[src/rtl/sab_pkg.sv]
// Shared constants for the set/clear register bank: widths, register
// addresses and the status bit layout. Assumes 6-bit register addressing.
package sab_pkg;
    localparam int ADDR_W = 6;
    localparam int DATA_W = 8;
    localparam int STS_W  = 5;

    typedef logic [ADDR_W-1:0] addr_t;
    typedef logic [DATA_W-1:0] byte_t;

    localparam addr_t A_ID0   = 6'h00;
    localparam addr_t A_ID1   = 6'h01;
    localparam addr_t A_ID2   = 6'h02;
    localparam addr_t A_ID3   = 6'h03;
    localparam addr_t A_CTRL  = 6'h04;
    localparam addr_t A_RISE  = 6'h0D;
    localparam addr_t A_FALL  = 6'h10;
    localparam addr_t A_STS   = 6'h13;
    localparam addr_t A_LATCH = 6'h14;
    localparam addr_t A_SCR   = 6'h16;

    localparam int B_HOSTDIS = 0;
    localparam int B_VBUSVLD = 1;
    localparam int B_SESSVLD = 2;
    localparam int B_SESSEND = 3;
    localparam int B_IDGND   = 4;
endpackage

[src/rtl/sab_alias_reg.sv]
// One control register seen at three addresses: BASE loads, BASE+1 sets
// the written ones, BASE+2 clears them. Assumes at most one write per cycle.
module sab_alias_reg
    import sab_pkg::*;
#(
    parameter int     W    = 8,
    parameter addr_t  BASE = 6'h00,
    parameter logic [W-1:0] RST = '0
) (
    input  logic         clk,
    input  logic         rst_n,
    input  logic         wr_en,
    input  addr_t        addr,
    input  logic [W-1:0] wdata,
    output logic [W-1:0] q
);
    localparam addr_t A_SET = BASE + addr_t'(1);
    localparam addr_t A_CLR = BASE + addr_t'(2);

    // Register update: load, set or clear depending on the alias hit.
    always_ff @(posedge clk) begin
        if (!rst_n) begin
            q <= RST;
        end else if (wr_en) begin
            if (addr == BASE)       q <= wdata;
            else if (addr == A_SET) q <= q | wdata;
            else if (addr == A_CLR) q <= q & ~wdata;
        end
    end
endmodule

[src/rtl/sab_sync_edge.sv]
// Two-flop synchronizer for asynchronous status inputs followed by a
// one-cycle history flop that yields per-bit rise and fall pulses.
// Assumes inputs are quasi-static levels; after reset all history is 0.
module sab_sync_edge #(
    parameter int W = 5
) (
    input  logic         clk,
    input  logic         rst_n,
    input  logic [W-1:0] raw,
    output logic [W-1:0] level,
    output logic [W-1:0] rise,
    output logic [W-1:0] fall
);
    logic [W-1:0] meta_q;
    logic [W-1:0] sync_q;
    logic [W-1:0] prev_q;

    // Synchronizer chain plus previous-cycle copy.
    always_ff @(posedge clk) begin
        if (!rst_n) begin
            meta_q <= '0;
            sync_q <= '0;
            prev_q <= '0;
        end else begin
            meta_q <= raw;
            sync_q <= meta_q;
            prev_q <= sync_q;
        end
    end

    // Edge pulses compare the synchronized value with last cycle's.
    always_comb begin
        level = sync_q;
        rise  = sync_q & ~prev_q;
        fall  = ~sync_q & prev_q;
    end
endmodule

[src/rtl/sab_irq_latch.sv]
// Sticky event register. Each bit records an enabled rise or fall of its
// status signal and is cleared by a read strobe. A new event in the clear
// cycle wins over the clear.
module sab_irq_latch #(
    parameter int W = 5
) (
    input  logic         clk,
    input  logic         rst_n,
    input  logic [W-1:0] rise,
    input  logic [W-1:0] fall,
    input  logic [W-1:0] en_rise,
    input  logic [W-1:0] en_fall,
    input  logic         rd_clr,
    output logic [W-1:0] latch,
    output logic         pend
);
    for (genvar i = 0; i < W; i++) begin : g_bit
        logic hit;
        // Unmasked edge detection for this bit.
        always_comb hit = (rise[i] & en_rise[i]) | (fall[i] & en_fall[i]);

        // Sticky bit: set by an event, cleared by a read, the event wins.
        always_ff @(posedge clk) begin
            if (!rst_n)      latch[i] <= 1'b0;
            else if (hit)    latch[i] <= 1'b1;
            else if (rd_clr) latch[i] <= 1'b0;
        end
    end

    // Pending flag is the OR of all recorded events.
    always_comb pend = |latch;
endmodule

[src/rtl/sab_regbank.sv]
// Top of the set/clear register bank. Holds identity bytes, a control byte,
// a scratch byte, edge enable masks, live status and the sticky event
// register. Read data is registered; unused addresses read 00h.
// Assumes reg_wr and reg_rd come from an external command decoder.
module sab_regbank
    import sab_pkg::*;
#(
    parameter byte_t ID0 = 8'hCC,
    parameter byte_t ID1 = 8'h04,
    parameter byte_t ID2 = 8'h07,
    parameter byte_t ID3 = 8'h15,
    parameter logic [STS_W-1:0] EN_RST = '1
) (
    input  logic              clk,
    input  logic              rst_n,
    input  logic              reg_wr,
    input  logic              reg_rd,
    input  logic [ADDR_W-1:0] reg_addr,
    input  logic [DATA_W-1:0] reg_wdata,
    input  logic [STS_W-1:0]  sts_in,
    output logic [DATA_W-1:0] rd_data,
    output logic              irq_pend
);
    localparam int PAD_W = DATA_W - STS_W;

    byte_t              ctrl_q;
    byte_t              scr_q;
    logic [STS_W-1:0]   en_rise;
    logic [STS_W-1:0]   en_fall;
    logic [STS_W-1:0]   sts_lvl;
    logic [STS_W-1:0]   sts_rise;
    logic [STS_W-1:0]   sts_fall;
    logic [STS_W-1:0]   evt_q;
    logic               evt_rd;
    byte_t              rd_mux;

    sab_alias_reg #(.W(DATA_W), .BASE(A_CTRL), .RST('0)) u_ctrl (
        .clk(clk), .rst_n(rst_n), .wr_en(reg_wr), .addr(reg_addr),
        .wdata(reg_wdata), .q(ctrl_q));

    sab_alias_reg #(.W(DATA_W), .BASE(A_SCR), .RST('0)) u_scr (
        .clk(clk), .rst_n(rst_n), .wr_en(reg_wr), .addr(reg_addr),
        .wdata(reg_wdata), .q(scr_q));

    sab_alias_reg #(.W(STS_W), .BASE(A_RISE), .RST(EN_RST)) u_en_rise (
        .clk(clk), .rst_n(rst_n), .wr_en(reg_wr), .addr(reg_addr),
        .wdata(reg_wdata[STS_W-1:0]), .q(en_rise));

    sab_alias_reg #(.W(STS_W), .BASE(A_FALL), .RST(EN_RST)) u_en_fall (
        .clk(clk), .rst_n(rst_n), .wr_en(reg_wr), .addr(reg_addr),
        .wdata(reg_wdata[STS_W-1:0]), .q(en_fall));

    sab_sync_edge #(.W(STS_W)) u_sync (
        .clk(clk), .rst_n(rst_n), .raw(sts_in),
        .level(sts_lvl), .rise(sts_rise), .fall(sts_fall));

    // Clear-on-read strobe for the event register.
    always_comb evt_rd = reg_rd && (reg_addr == A_LATCH);

    sab_irq_latch #(.W(STS_W)) u_latch (
        .clk(clk), .rst_n(rst_n), .rise(sts_rise), .fall(sts_fall),
        .en_rise(en_rise), .en_fall(en_fall), .rd_clr(evt_rd),
        .latch(evt_q), .pend(irq_pend));

    // Read multiplexer: every alias of a register returns its value.
    always_comb begin
        rd_mux = '0;
        unique case (reg_addr)
            A_ID0:                        rd_mux = ID0;
            A_ID1:                        rd_mux = ID1;
            A_ID2:                        rd_mux = ID2;
            A_ID3:                        rd_mux = ID3;
            6'h04, 6'h05, 6'h06:          rd_mux = ctrl_q;
            6'h0D, 6'h0E, 6'h0F:          rd_mux = {{PAD_W{1'b0}}, en_rise};
            6'h10, 6'h11, 6'h12:          rd_mux = {{PAD_W{1'b0}}, en_fall};
            A_STS:                        rd_mux = {{PAD_W{1'b0}}, sts_lvl};
            A_LATCH:                      rd_mux = {{PAD_W{1'b0}}, evt_q};
            6'h16, 6'h17, 6'h18:          rd_mux = scr_q;
            default:                      rd_mux = '0;
        endcase
    end

    // Registered read port, updated only on a read strobe.
    always_ff @(posedge clk) begin
        if (!rst_n)      rd_data <= '0;
        else if (reg_rd) rd_data <= rd_mux;
    end
endmodule

[config.mk]
export PLATFORM = sky130hd
export DESIGN_NAME = sab_regbank
export DESIGN_NICKNAME = d
export VERILOG_FILES = /design/src/rtl/sab_pkg.sv /design/src/rtl/sab_alias_reg.sv /design/src/rtl/sab_sync_edge.sv /design/src/rtl/sab_irq_latch.sv /design/src/rtl/sab_regbank.sv
export SDC_FILE = /design/constraint.sdc
export NUM_CORES = 1
export LEC_CHECK = 0
export BUFFER_PORTS_ARGS = -buffer_cell sky130_fd_sc_hd__buf_4
export CAP_MARGIN = 20
export CORE_MARGIN = 2
export CORE_UTILIZATION = 51
export DETAILED_ROUTE_END_ITERATION = 16
export PLACE_DENSITY = 0.8
export SETUP_SLACK_MARGIN = 0.1
export SYNTH_ARGS = -nofsm -noshare
export SYNTH_HDL_FRONTEND = slang
export SYNTH_SLANG_ARGS = --single-unit
[constraint.sdc]
create_clock -name clk -period 2 [get_ports clk]
set_clock_uncertainty 0.15 [all_clocks]
set_input_delay 0.1 -clock clk [delete_from_list [all_inputs] [get_ports clk]]
set_output_delay 0.1 -clock clk [all_outputs]
set_load 0.05 [all_outputs]
==> metrics <==
CTS buffer count 5; Final Worst Setup Slack 0.351 ns; Comb power frac 0.123; Seq cells post-synth 54; global-route wire length before repair 10.6 mm; WP data required 2.06 ns; syn_nets 327; asr flop ratio synth 0; count of final setup violators 0; kind of end point of the critical path flip-flop; Yosys top cell area share 0.435; Avg Cell Area, Syn 8.17 sq um; Total Routed Length 6.35 mm; top post-synthesis cells by area dfxtp_1, nand2_1, and2_1; Hold Violations, Final 0; CTS Sinks 54; Worst EP arrival 1.71 ns; number of fill cells 433; Place WS 0.0301 ns; Vias 2381; Post-synth top cells dfxtp_1, nand2_1, nor2_1, o21ai_1, and2_1; Max Fclk 607 MHz; Hold Crit Class in -> reg; core area 0.00472 sq mm; Worst Max-Slew Pin Slew 0.630 ns; H-Tree Depth 2; first drt pass iteration count 5; Worst VDD drop 0.000269 V; Area growth, synth to finish 20.7%; Initial DRC Count 202; # rows 25; Rel. slew slack 0.578; largest net degree at the start of global routing 60; Yosys warning count 0; Finished Core Util 0.635; Final nets 368; Die X 73.8 microns; CP Launch Type input port; layout cell share with drive strength beyond 1 0.147; IO buf count 31; register area share after synthesis 0.435; status completed; footprint of the multi-input gates 0.00130 sq mm; PostCTS Resize Cnt 0; Max Cap Viol 0; RSZ-0062 raised after global routing false; most frequent cell after synthesis dfxtp_1; Worst-Skew Late Latency 0.31 ns; Seq pwr share 0.567; gr ovfl total 0; Placer Congestion 0.832; R2R setup slack 0.80 ns; EDFF count, synth 0; IO Count 32; dpl hpwl 4.36 mm; Slew Viols, Final 0; leakage power 1.14 nW; DRC 0; post-synth top area cell dfxtp_1; Final ANT Viol Nets 0; buffer depth of the longest clock path 2; post-layout minimum cycle time 1.65 ns; synthesized area 0.00248 sq mm; fin crit share 0.824; Unique masters post-synth 38; initial antenna violation count 0; CTS root buf clkbuf_8; power density cells 656 mW/mm^2; Die Ht 73.8 microns; Total Routing Usage GR 0.257; # diodes 0; drt wl/cell 15.4 microns; Vias/cell 5.77; NetSw 516 uW; DIE AREA 0.00545 sq mm; number of global-route vias before repair 2227; Internal Pwr Total 1.45 mW; Starting Density 0.526; Synth Instances 304; CTS tree yes; setup TNS 0 ns; Critical Path Fanout Max 12; Worst-path clk slew 0.10 ns; clock share of power 0.310; class of the most critical setup path in -> reg; Synth Flop Type dfxtp_1; register area 0.00108 sq mm; Net Sw Frac 0.262
==> power by group through the flow <==
stage | registers [mW] | clock network (mW) | logic, mW
final | 1.12 | 0.610 | 0.242
after global routing | 1.12 | 0.664 | 0.266
after CTS | 1.12 | 0.626 | 0.239
after detailed placement | 1.14 | 0 | 0.218
after global placement | 1.14 | 0 | 0.214
after floorplan | 1.14 | 0 | 0.134
==> worst paths after layout <==
path / start / end / cells after the start
min: rst_n / flip-flop / 2
min reg2reg: u_sync.meta_q[4] / u_sync.level[4] / 1
max: reg_addr[1] / flip-flop / 6
max reg2reg: u_sync.level[4] / rd_data[4] / 4
==> critical path: stages <==
cell and delay, ns:
buf_4 0.15, or4b_4 0.53, a211oi_4 0.25, and2_1 0.31
o21ai_1 0.13, a32o_1 0.23
==> stage by stage <==
step / instances / power (mW) / hold slack, ns / area [sq um]
floorplan: 304 / 1.27 / 0.0742 / 2480
global placement: 392 / 1.35 / 0.157 / 2780
detailed placement: 392 / 1.36 / 0.161 / 2780
CTS: 413 / 1.98 / 0.0504 / 3000
global route: 413 / 2.05 / 0.0847 / 3000
finish: 413 / 1.97 / 0.0674 / 3000
==> per-layer routing <==
layer / up-vias / GRT usage / share of wire
met1: 1116 / 0.356 / 0.42
li1: 1160 / - / -
met3: 15 / 0.0357 / 0.074
met2: 90 / 0.394 / 0.47
met5: - / 0 / 0
met4: 0 / 0.119 / 0.028
==> logic make-up (layout without fill, tap and decap cells) <==
group / Yosys count / count (layout) / synth area share
buffers and inverters: 24 / 66 / 0.0423
and+or+nand+nor: 137 / 137 / 0.281
DFF: 54 / 54 / 0.435
AOI/OAI and AO/OA: 89 / 89 / 0.242
==> area by class of cell <==
cell class | instances | area share
sequential | 54 | 0.360
tap | 67 | 0.0280
inverter | 6 | 0.00751
clock inverter | 3 | 0.00709
clock buffer | 5 | 0.0229
multi-input combinational | 226 | 0.433
timing repair buffer | 52 | 0.141
==> cells in the final DEF (no fill, tap or decap), types with 2 or more instances in the layout <==
master and instances:
dfxtp_1 54, nand2_1 49, buf_4 39, nor2_1 22, o21ai_1 20, and2_1 19
o21ai_0 17, dlygate4sd3_1 13, a21oi_1 12, nor2b_1 12, nand3_1 12, a32o_1 8
a21boi_1 8, inv_1 6, a221oi_1 6, nand3b_1 5, a31oi_1 5, clkbuf_8 5
a222oi_1 4, a22oi_1 3, nor3_1 2, nor4bb_1 2, nor2_2 2, or4b_1 2
nor3b_1 2
==> timing repair <==
action                                 4_1_cts  5_1_grt
endpoints found under the hold margin       31        0
hold buffers                                13        0
setup buffers                                0        0
No activity file was read; power rests on OpenSTA's default activity.
